$ cat src/rtl/hint_pkg.sv
package hint_pkg;
  localparam int KIND_W = 2;

  typedef enum logic [KIND_W-1:0] {
    HK_IFETCH = 2'd0,
    HK_DATA   = 2'd1,
    HK_BRANCH = 2'd2,
    HK_RSVD   = 2'd3
  } hint_kind_e;
endpackage

$ cat src/rtl/hint_fifo.sv
module hint_fifo #(
  parameter int W     = 8,
  parameter int DEPTH = 8
) (
  input  logic         clk,
  input  logic         rst_n,
  input  logic         push,
  input  logic [W-1:0] din,
  input  logic         pop,
  input  logic         flush,
  output logic         full,
  output logic         empty,
  output logic [W-1:0] dout
);
  localparam int PTR_W = (DEPTH > 1) ? $clog2(DEPTH) : 1;
  localparam int CNT_W = $clog2(DEPTH + 1);

  logic [W-1:0]     mem [DEPTH];
  logic [PTR_W-1:0] wr_ptr, rd_ptr;
  logic [CNT_W-1:0] count;
  logic             do_push, do_pop;

  function automatic logic [PTR_W-1:0] bump(input logic [PTR_W-1:0] p);
    return (p == PTR_W'(DEPTH - 1)) ? '0 : p + 1'b1;
  endfunction

  assign full    = (count == CNT_W'(DEPTH));
  assign empty   = (count == '0);
  assign do_push = push && !full;
  assign do_pop  = pop && !empty;
  assign dout    = mem[rd_ptr];

  always_ff @(posedge clk) begin
    if (!rst_n) begin
      wr_ptr <= '0;
      rd_ptr <= '0;
      count  <= '0;
    end else if (flush) begin
      wr_ptr <= '0;
      rd_ptr <= '0;
      count  <= '0;
    end else begin
      if (do_push) wr_ptr <= bump(wr_ptr);
      if (do_pop)  rd_ptr <= bump(rd_ptr);
      count <= count + CNT_W'(do_push) - CNT_W'(do_pop);
    end
  end

  always_ff @(posedge clk) begin
    if (do_push && !flush) mem[wr_ptr] <= din;
  end

  assert_no_pop_empty_R5: assert property (@(posedge clk) disable iff (!rst_n)
    pop |-> !empty);
  assert_flush_empties_R8: assert property (@(posedge clk) disable iff (!rst_n)
    flush |=> empty);
  assert_count_bound_R7: assert property (@(posedge clk) disable iff (!rst_n)
    count <= CNT_W'(DEPTH));
endmodule

$ cat src/rtl/hint_release_gate.sv
module hint_release_gate #(
  parameter int AGE_W = 16
) (
  input  logic [AGE_W-1:0] age,
  input  logic [AGE_W-1:0] commit_count,
  input  logic [AGE_W-1:0] window,
  input  logic [AGE_W-1:0] stale_limit,
  output logic             eligible,
  output logic             stale
);
  logic [AGE_W:0]   reach;
  logic [AGE_W-1:0] floor_age;

  always_comb begin
    reach     = {1'b0, commit_count} + {1'b0, window};
    eligible  = ({1'b0, age} <= reach);
    floor_age = commit_count - stale_limit;
    stale     = (commit_count > stale_limit) && (age < floor_age);
  end
endmodule

$ cat src/rtl/hint_route.sv
module hint_route
  import hint_pkg::*;
#(
  parameter int PC_W = 32
) (
  input  logic            clk,
  input  logic            rst_n,
  input  logic            present,
  input  hint_kind_e      kind,
  input  logic [PC_W-1:0] pc,
  input  logic [PC_W-1:0] val,
  input  logic            ic_ready,
  input  logic            dc_ready,
  input  logic            bp_ready,
  output logic            ic_valid,
  output logic            dc_valid,
  output logic            bp_valid,
  output logic [PC_W-1:0] ic_pc,
  output logic [PC_W-1:0] dc_addr,
  output logic [PC_W-1:0] bp_pc,
  output logic [PC_W-1:0] bp_npc,
  output logic            accept
);
  always_comb begin
    ic_valid = present && (kind == HK_IFETCH);
    dc_valid = present && (kind == HK_DATA);
    bp_valid = present && (kind == HK_BRANCH);
    ic_pc    = pc;
    dc_addr  = val;
    bp_pc    = pc;
    bp_npc   = val;
    accept   = (ic_valid && ic_ready) || (dc_valid && dc_ready) ||
               (bp_valid && bp_ready);
  end

  assert_one_port_R4: assert property (@(posedge clk) disable iff (!rst_n)
    $onehot0({ic_valid, dc_valid, bp_valid}));
endmodule

$ cat src/rtl/hint_release_buffer.sv
module hint_release_buffer
  import hint_pkg::*;
#(
  parameter int AGE_W  = 16,
  parameter int PC_W   = 32,
  parameter int DEPTH  = 8,
  parameter int DROP_W = 8
) (
  input  logic              clk,
  input  logic              rst_n,
  input  logic              in_valid,
  input  logic [KIND_W-1:0] in_kind,
  input  logic [AGE_W-1:0]  in_age,
  input  logic [PC_W-1:0]   in_pc,
  input  logic [PC_W-1:0]   in_val,
  input  logic [AGE_W-1:0]  commit_count,
  input  logic [AGE_W-1:0]  window,
  input  logic [AGE_W-1:0]  stale_limit,
  input  logic              flush,
  output logic              ic_valid,
  input  logic              ic_ready,
  output logic [PC_W-1:0]   ic_pc,
  output logic              dc_valid,
  input  logic              dc_ready,
  output logic [PC_W-1:0]   dc_addr,
  output logic              bp_valid,
  input  logic              bp_ready,
  output logic [PC_W-1:0]   bp_pc,
  output logic [PC_W-1:0]   bp_npc,
  output logic [DROP_W-1:0] drop_count
);
  localparam int REC_W = KIND_W + AGE_W + 2 * PC_W;

  logic [REC_W-1:0]  in_rec, head_rec;
  logic              q_full, q_empty, q_push, q_pop;
  hint_kind_e        head_kind;
  logic [AGE_W-1:0]  head_age;
  logic [PC_W-1:0]   head_pc, head_val;
  logic              eligible, stale, present, discard, accept, drop_evt;

  assign in_rec = {in_kind, in_age, in_pc, in_val};
  assign {head_kind, head_age, head_pc, head_val} = head_rec;

  assign q_push   = in_valid && !flush;
  assign drop_evt = in_valid && q_full && !flush;
  assign discard  = !q_empty && (stale || head_kind == HK_RSVD);
  assign present  = !q_empty && !stale && eligible && head_kind != HK_RSVD;
  assign q_pop    = discard || (present && accept);

  hint_fifo #(.W(REC_W), .DEPTH(DEPTH)) u_fifo (
    .clk(clk), .rst_n(rst_n), .push(q_push), .din(in_rec), .pop(q_pop),
    .flush(flush), .full(q_full), .empty(q_empty), .dout(head_rec)
  );

  hint_release_gate #(.AGE_W(AGE_W)) u_gate (
    .age(head_age), .commit_count(commit_count), .window(window),
    .stale_limit(stale_limit), .eligible(eligible), .stale(stale)
  );

  hint_route #(.PC_W(PC_W)) u_route (
    .clk(clk), .rst_n(rst_n), .present(present), .kind(head_kind),
    .pc(head_pc), .val(head_val), .ic_ready(ic_ready), .dc_ready(dc_ready),
    .bp_ready(bp_ready), .ic_valid(ic_valid), .dc_valid(dc_valid),
    .bp_valid(bp_valid), .ic_pc(ic_pc), .dc_addr(dc_addr), .bp_pc(bp_pc),
    .bp_npc(bp_npc), .accept(accept)
  );

  always_ff @(posedge clk) begin
    if (!rst_n)                        drop_count <= '0;
    else if (drop_evt && !(&drop_count)) drop_count <= drop_count + 1'b1;
  end

  assert_drop_monotonic_R7: assert property (@(posedge clk) disable iff (!rst_n)
    1'b1 |=> drop_count >= $past(drop_count));
  assert_drop_step_R7: assert property (@(posedge clk) disable iff (!rst_n)
    (in_valid && q_full && !flush && !(&drop_count)) |=>
      drop_count == $past(drop_count) + 1'b1);
endmodule

$ cat config.mk
export PLATFORM = sky130hd
export DESIGN_NAME = hint_release_buffer
export DESIGN_NICKNAME = d
export VERILOG_FILES = /design/src/rtl/hint_pkg.sv /design/src/rtl/hint_fifo.sv /design/src/rtl/hint_release_gate.sv /design/src/rtl/hint_route.sv /design/src/rtl/hint_release_buffer.sv
export SDC_FILE = /design/constraint.sdc
export NUM_CORES = 1
export LEC_CHECK = 0
export BUFFER_PORTS_ARGS = -buffer_cell sky130_fd_sc_hd__buf_2
export CORE_AREA = 2 2 221 387
export DETAILED_ROUTE_END_ITERATION = 8
export DIE_AREA = 0 0 223 389
export SETUP_SLACK_MARGIN = 0.3
export SLEW_MARGIN = 20
export SYNTH_ARGS = -nofsm -noshare
export SYNTH_HDL_FRONTEND = slang
export SYNTH_HIERARCHICAL = 1
export SYNTH_SLANG_ARGS = --single-unit
$ cat constraint.sdc
create_clock -name clk -period 8.4 [get_ports clk]
set_clock_uncertainty 0.2 [all_clocks]
set_input_delay 0.84 -clock clk [delete_from_list [all_inputs] [get_ports clk]]
set_output_delay 0.84 -clock clk [all_outputs]
set_load 0.005 [all_outputs]
Word-level counts from Yosys, hierarchy flattened
Memory sizes are Yosys's and may differ from the RTL's. A register that Yosys moved wholly into a read port is not among the register bits.
Index checks and enable logic that the tools add are counted.
{"block": "totals", "word_cells": 61, "inputBits": 137, "output_inout_bits": 139, "mem_count": 1, "ram_bits": 656, "regBits": 18}
{"memory": "u_fifo.mem", "depth": 8, "word_bits": 82, "rd": 1, "rd_ports_with_merged_regs": 1, "write_ports": 1, "line": "hint_fifo.sv:18", "rtl": "logic [W-1:0] mem [DEPTH];"}
{"block": "classes", "n_addsub": 7, "magnitude_cmp": 3, "eq_ne": 7, "bitwise_logic": 1, "mux": 6, "reduce_logical": 32}
{"op": "1-bit logical AND", "count": 19}
{"op": "16-bit by 16-bit adder with 17-bit output", "count": 1}
{"op": "16-bit by 17-bit less-or-equal comparator with 1-bit output", "count": 1}
{"op": "16-bit greater-than comparator", "count": 1}
{"op": "16-bit less-than comparator", "count": 1}
{"op": "16-bit subtractor", "count": 1}
{"op": "3-bit 2-to-1 mux", "count": 4}
{"op": "8-bit by 1-bit adder with 8-bit output (second input constant)", "count": 1}
{"op": "8-bit AND reduction", "count": 1}
{"op": "3-bit by 1-bit adder with 3-bit output (second input constant)", "count": 2}
{"op": "3-bit == test (second input constant)", "count": 2}
{"op": "1-bit logical NOT", "count": 5}
{"op": "4-bit by 1-bit adder with 4-bit output", "count": 1}
{"op": "2-bit == test (second input constant)", "count": 2}
{"op": "4-bit == test (second input constant)", "count": 1}
{"op": "4-bit logical NOT", "count": 1}
{"op": "1-bit logical OR", "count": 4}
{"op": "4-bit by 1-bit subtractor with 4-bit output", "count": 1}
{"op": "2-bit by 1-bit == test with 1-bit output (second input constant)", "count": 1}
{"op": "2-bit logical NOT", "count": 1}
{"op": "1-bit 2-to-1 mux", "count": 2}
{"op": "2-bit inequality test (second input constant)", "count": 1}
{"op": "2-bit OR reduction", "count": 1}
{"op": "1-bit NOT", "count": 1}

Depth between registers and ports, before layout
{"block": "depth", "ltp_word": 16, "depth_mapped": 29, "depth_no_buf": 29}

Hierarchy
Netlist, hierarchy kept.
{"mod": "hint_fifo", "area_per_inst_um2": 25299.3, "n_inst": 1, "seq_area_each_um2": 19959.1, "cells_per_inst": 1028}
{"mod": "hint_release_gate", "area_per_inst_um2": 2264.7, "n_inst": 1, "seq_area_each_um2": 0.0, "cells_per_inst": 304}
{"mod": "hint_route", "area_per_inst_um2": 1017.2, "n_inst": 1, "seq_area_each_um2": 0.0, "cells_per_inst": 135}
{"mod": "hint_release_buffer", "area_per_inst_um2": 464.2, "n_inst": 1, "seq_area_each_um2": 160.2, "cells_per_inst": 55}

Least setup slack after synthesis
No wires, ideal clock.
{"block": "synth_path", "path_kind": "input-to-reg", "from": "in in_valid", "to": "mem u_fifo/mem[0][0] in the netlist's numbering, enable pin", "setup_time_ps": 623, "t_arrival_ps": 7331, "cell_stages": 4, "slack_ps": 245, "t_required_ps": 7577, "n_path_buf": 0, "path_cell_list": "nor2b_1 inv_1 or4_1 nor3_1"}
{"block": "synth_between", "elab_chain_len": 5}
{"item": "from (decl)", "line": "hint_release_buffer.sv:11", "rtl": "input logic in_valid,"}
{"item": "1-bit logical AND", "line": "hint_release_buffer.sv:44", "rtl": "assign q_push = in_valid && !flush;"}
{"item": "1-bit logical AND", "line": "hint_fifo.sv:29", "rtl": "assign do_push = push && !full;"}
{"item": "1-bit logical AND", "line": "hint_fifo.sv:50", "rtl": "if (do_push && !flush) mem[wr_ptr] <= din;"}
{"item": "1-bit 2-to-1 mux", "line": "hint_fifo.sv:50"}
{"item": "1-bit 2-to-1 mux (implied by the code)", "line": "hint_fifo.sv:50"}
{"item": "to (decl)", "line": "hint_fifo.sv:18"}
Every way passes these cells.

==> results_dict.tcl <==
set metrics [dict create \
    status "completed" \
    synthFlopType "edfxtp_1" \
    holdCritStartpoint "in_val[1]" \
    worstSetupPathType "reg2out" \
    synth_cells 1522 \
    synthTopCellsByArea "edfxtp_1 (68%), mux4_2 (13%), buf_4 (3.5%), ha_1 (3.2%), mux2_2 (3.2%)" \
    netlist_area_um2 29050 \
    vias_per_cell 5.057 \
    die_h_um 389 \
    wl_per_cell_um 22.07 \
    worst_setup_path_start_kind "flip-flop" \
    drive_gt1_share_pct 37.98 \
    power_density_nw_per_um2 211.0 \
    cp-end-kind "output pin" \
    start_util_pct 34.66 \
    async_flop_share_pct 0 \
    ant_nets 0 \
    maxSlewViolCount 0 \
    ys_types 69 \
    coreArea_um2 83800 \
    clock_sinks 677 \
    grt_remaining_overflow 0 \
    fillers 7505 \
    hold_path_class "in2reg" \
    row_count 141 \
    final_cell_mix "edfxtp_1 (656), buf_2 (275), mux4_2 (164), mux2_2 (82), ha_1 (74)" \
    syn_avg_cell_area_um2 19.08 \
    max_freq_mhz 162.1 \
    synth-edff-count 656 \
    die_w_um 223 \
    rsz0062_at_grt "no" \
    boundaryPins 276 \
    fp.dieArea_um2 86750 \
    layout.nets 1917 \
    worstMarginPinSlew_ns 1.009 \
    cts_root_buf "clkbuf_16" \
    yosysTopAreaCell "edfxtp_1" \
    final_common_cell "edfxtp_1" \
    drc 0 \
    cts.path.max_buffers 3 \
    grt_pass1_wl_um 93350 \
    postCtsHoldBufs 0 \
    via_count 14290 \
    cts.clk_slew.worst_paths_ns 0.07 \
    cts_tree "built" \
    grt_usage_pct 14.30 \
    peakVddDrop_v 0.0001806 \
    ctsResizeCount 0 \
    crit_fanout 42 \
    area_delta_synth_final_pct 13.07 \
    power.leakage_uw 0.01085 \
    fin_crit_sh_pct 73.43 \
    fin_crit_ns 6.168 \
    drt_iter0_drc 687 \
    finalSetupViolCount 0 \
    synth_top_area_share_pct 67.82 \
    finalSetupTns_ns 0 \
    syn-num-nets 1736 \
    grt_pass1_vias 15420 \
    numCtsBuffers 60 \
    portBuffers 275 \
    drt-pass1-iter-count 5 \
    yosysWarnings 6 \
    hold_violations 0 \
    cts_setup_buffers 0 \
    yosysSeqAreaShare_pct 69.27 \
    cp.arrival_ns 5.13 \
    clk_latency_ns 0.62 \
    ys_ff_latch 677 \
    dp_hpwl_um 38020 \
    htreeDepth 2 \
    fin_area_um2 32840 \
    wirelength_um 62340 \
    grt_max_degree 80 \
    slew_headroom_pct 32.70 \
    grt_antenna_before_repair 10 \
    gp_congestion 0.8227 \
    place_area_um2 30760 \
    required_ns 7.36 \
    max_cap_violations 0 \
]
flip-flops by register name, indices dropped and copies added (netlist names), named ones only:
| signal | flops |
|---|---|
| u_fifo/wr_ptr | 3 |
| u_fifo/rd_ptr | 3 |
| drop_count | 8 |
| u_fifo/mem | 656 |
| u_fifo/count | 4 |
where the power goes:
group          leakage, uW  switching [uW]  internal [uW]
registers          0.00608            3.66           3710
logic              0.00376             207            149
clock network      0.00101            1200           1660
per-layer routing:
| layer | wire (um) | global-route usage [%] | share of wire (%) |
|---|---|---|---|
| met1 | 23520 | 16.01 | 38 |
| met4 | 2014 | 5.235 | 3.2 |
| met2 | 34050 | 27.14 | 55 |
| met5 | 40 | 0 | 0.064 |
| met3 | 2722 | 2.217 | 4.4 |
per-stage QoR:
stage | setup WS, ns | instances | power (uW) | hold slack [ns] | utilization (%)
final | 2.232 | 2825 | 6928 | 0.2804 | 39.19
after global routing | 1.771 | 2824 | 7177 | 0.2479 | 39.19
after CTS | 2.047 | 2822 | 7031 | 0.2213 | 39.16
after detailed placement | 2.074 | 2712 | 4150 | 0.2900 | 36.71
after global placement | 2.158 | 2712 | 4139 | 0.2887 | 36.71
after floorplan | 0.7190 | 1522 | 4021 | 0.2717 | -
final timing paths:
check,end,slack (ns),depth (start not counted)
setup / recovery,ic_valid,2.23,12
setup reg to reg,u_fifo/count[2],2.36,22
hold / removal,u_fifo/mem[2][1],0.28,1
hold reg to reg,flip-flop,0.31,2
kinds of logic after synthesis:
kind of cell    count (synthesis)  synth area share, %
compound gates                123                2.839
flops                         677                69.27
simple gates                  153                2.835
mux                           251                16.07
xor+xnor                       24               0.7237
buf+inv                       217                4.872
fa+ha+maj                      77                3.395
critical path, cell delays in order (launching register included):
cell      delay (ns)
dfxtp_4         0.90
buf_4           0.56
mux4_2          0.56
mux2_2          0.34
ha_1            0.32
nand2_1         0.07
nor4_1          0.39
a211oi_1        0.12
and3_1          0.18
o21ai_1         0.15
and3b_1         0.25
nor3b_1         0.43
buf_2           0.21
cells in the mapped netlist, types with 16 or more instances:
library cell  number
edfxtp_1         656
mux4_2           164
buf_4            135
mux2_2            82
ha_1              74
a21oi_1           40
inv_1             39
nor2_1            32
nand2_1           31
dfxtp_1           21
o21ai_0           17
buf_1             16
layout make-up:
class / instances / area (um2) / area share (%)
diodes: 2 / 5.005 / 0.01524
clock buffers: 71 / 1585 / 4.827
clock inverters: 39 / 469.2 / 1.429
inverters: 39 / 146.4 / 0.4457
multi-input cells: 628 / 7572 / 23.06
flip-flops and latches: 677 / 20130 / 61.30
well taps: 1072 / 1341 / 4.084
repair buffers: 297 / 1592 / 4.846
Note: power is estimated with default switching activity, not from simulation.
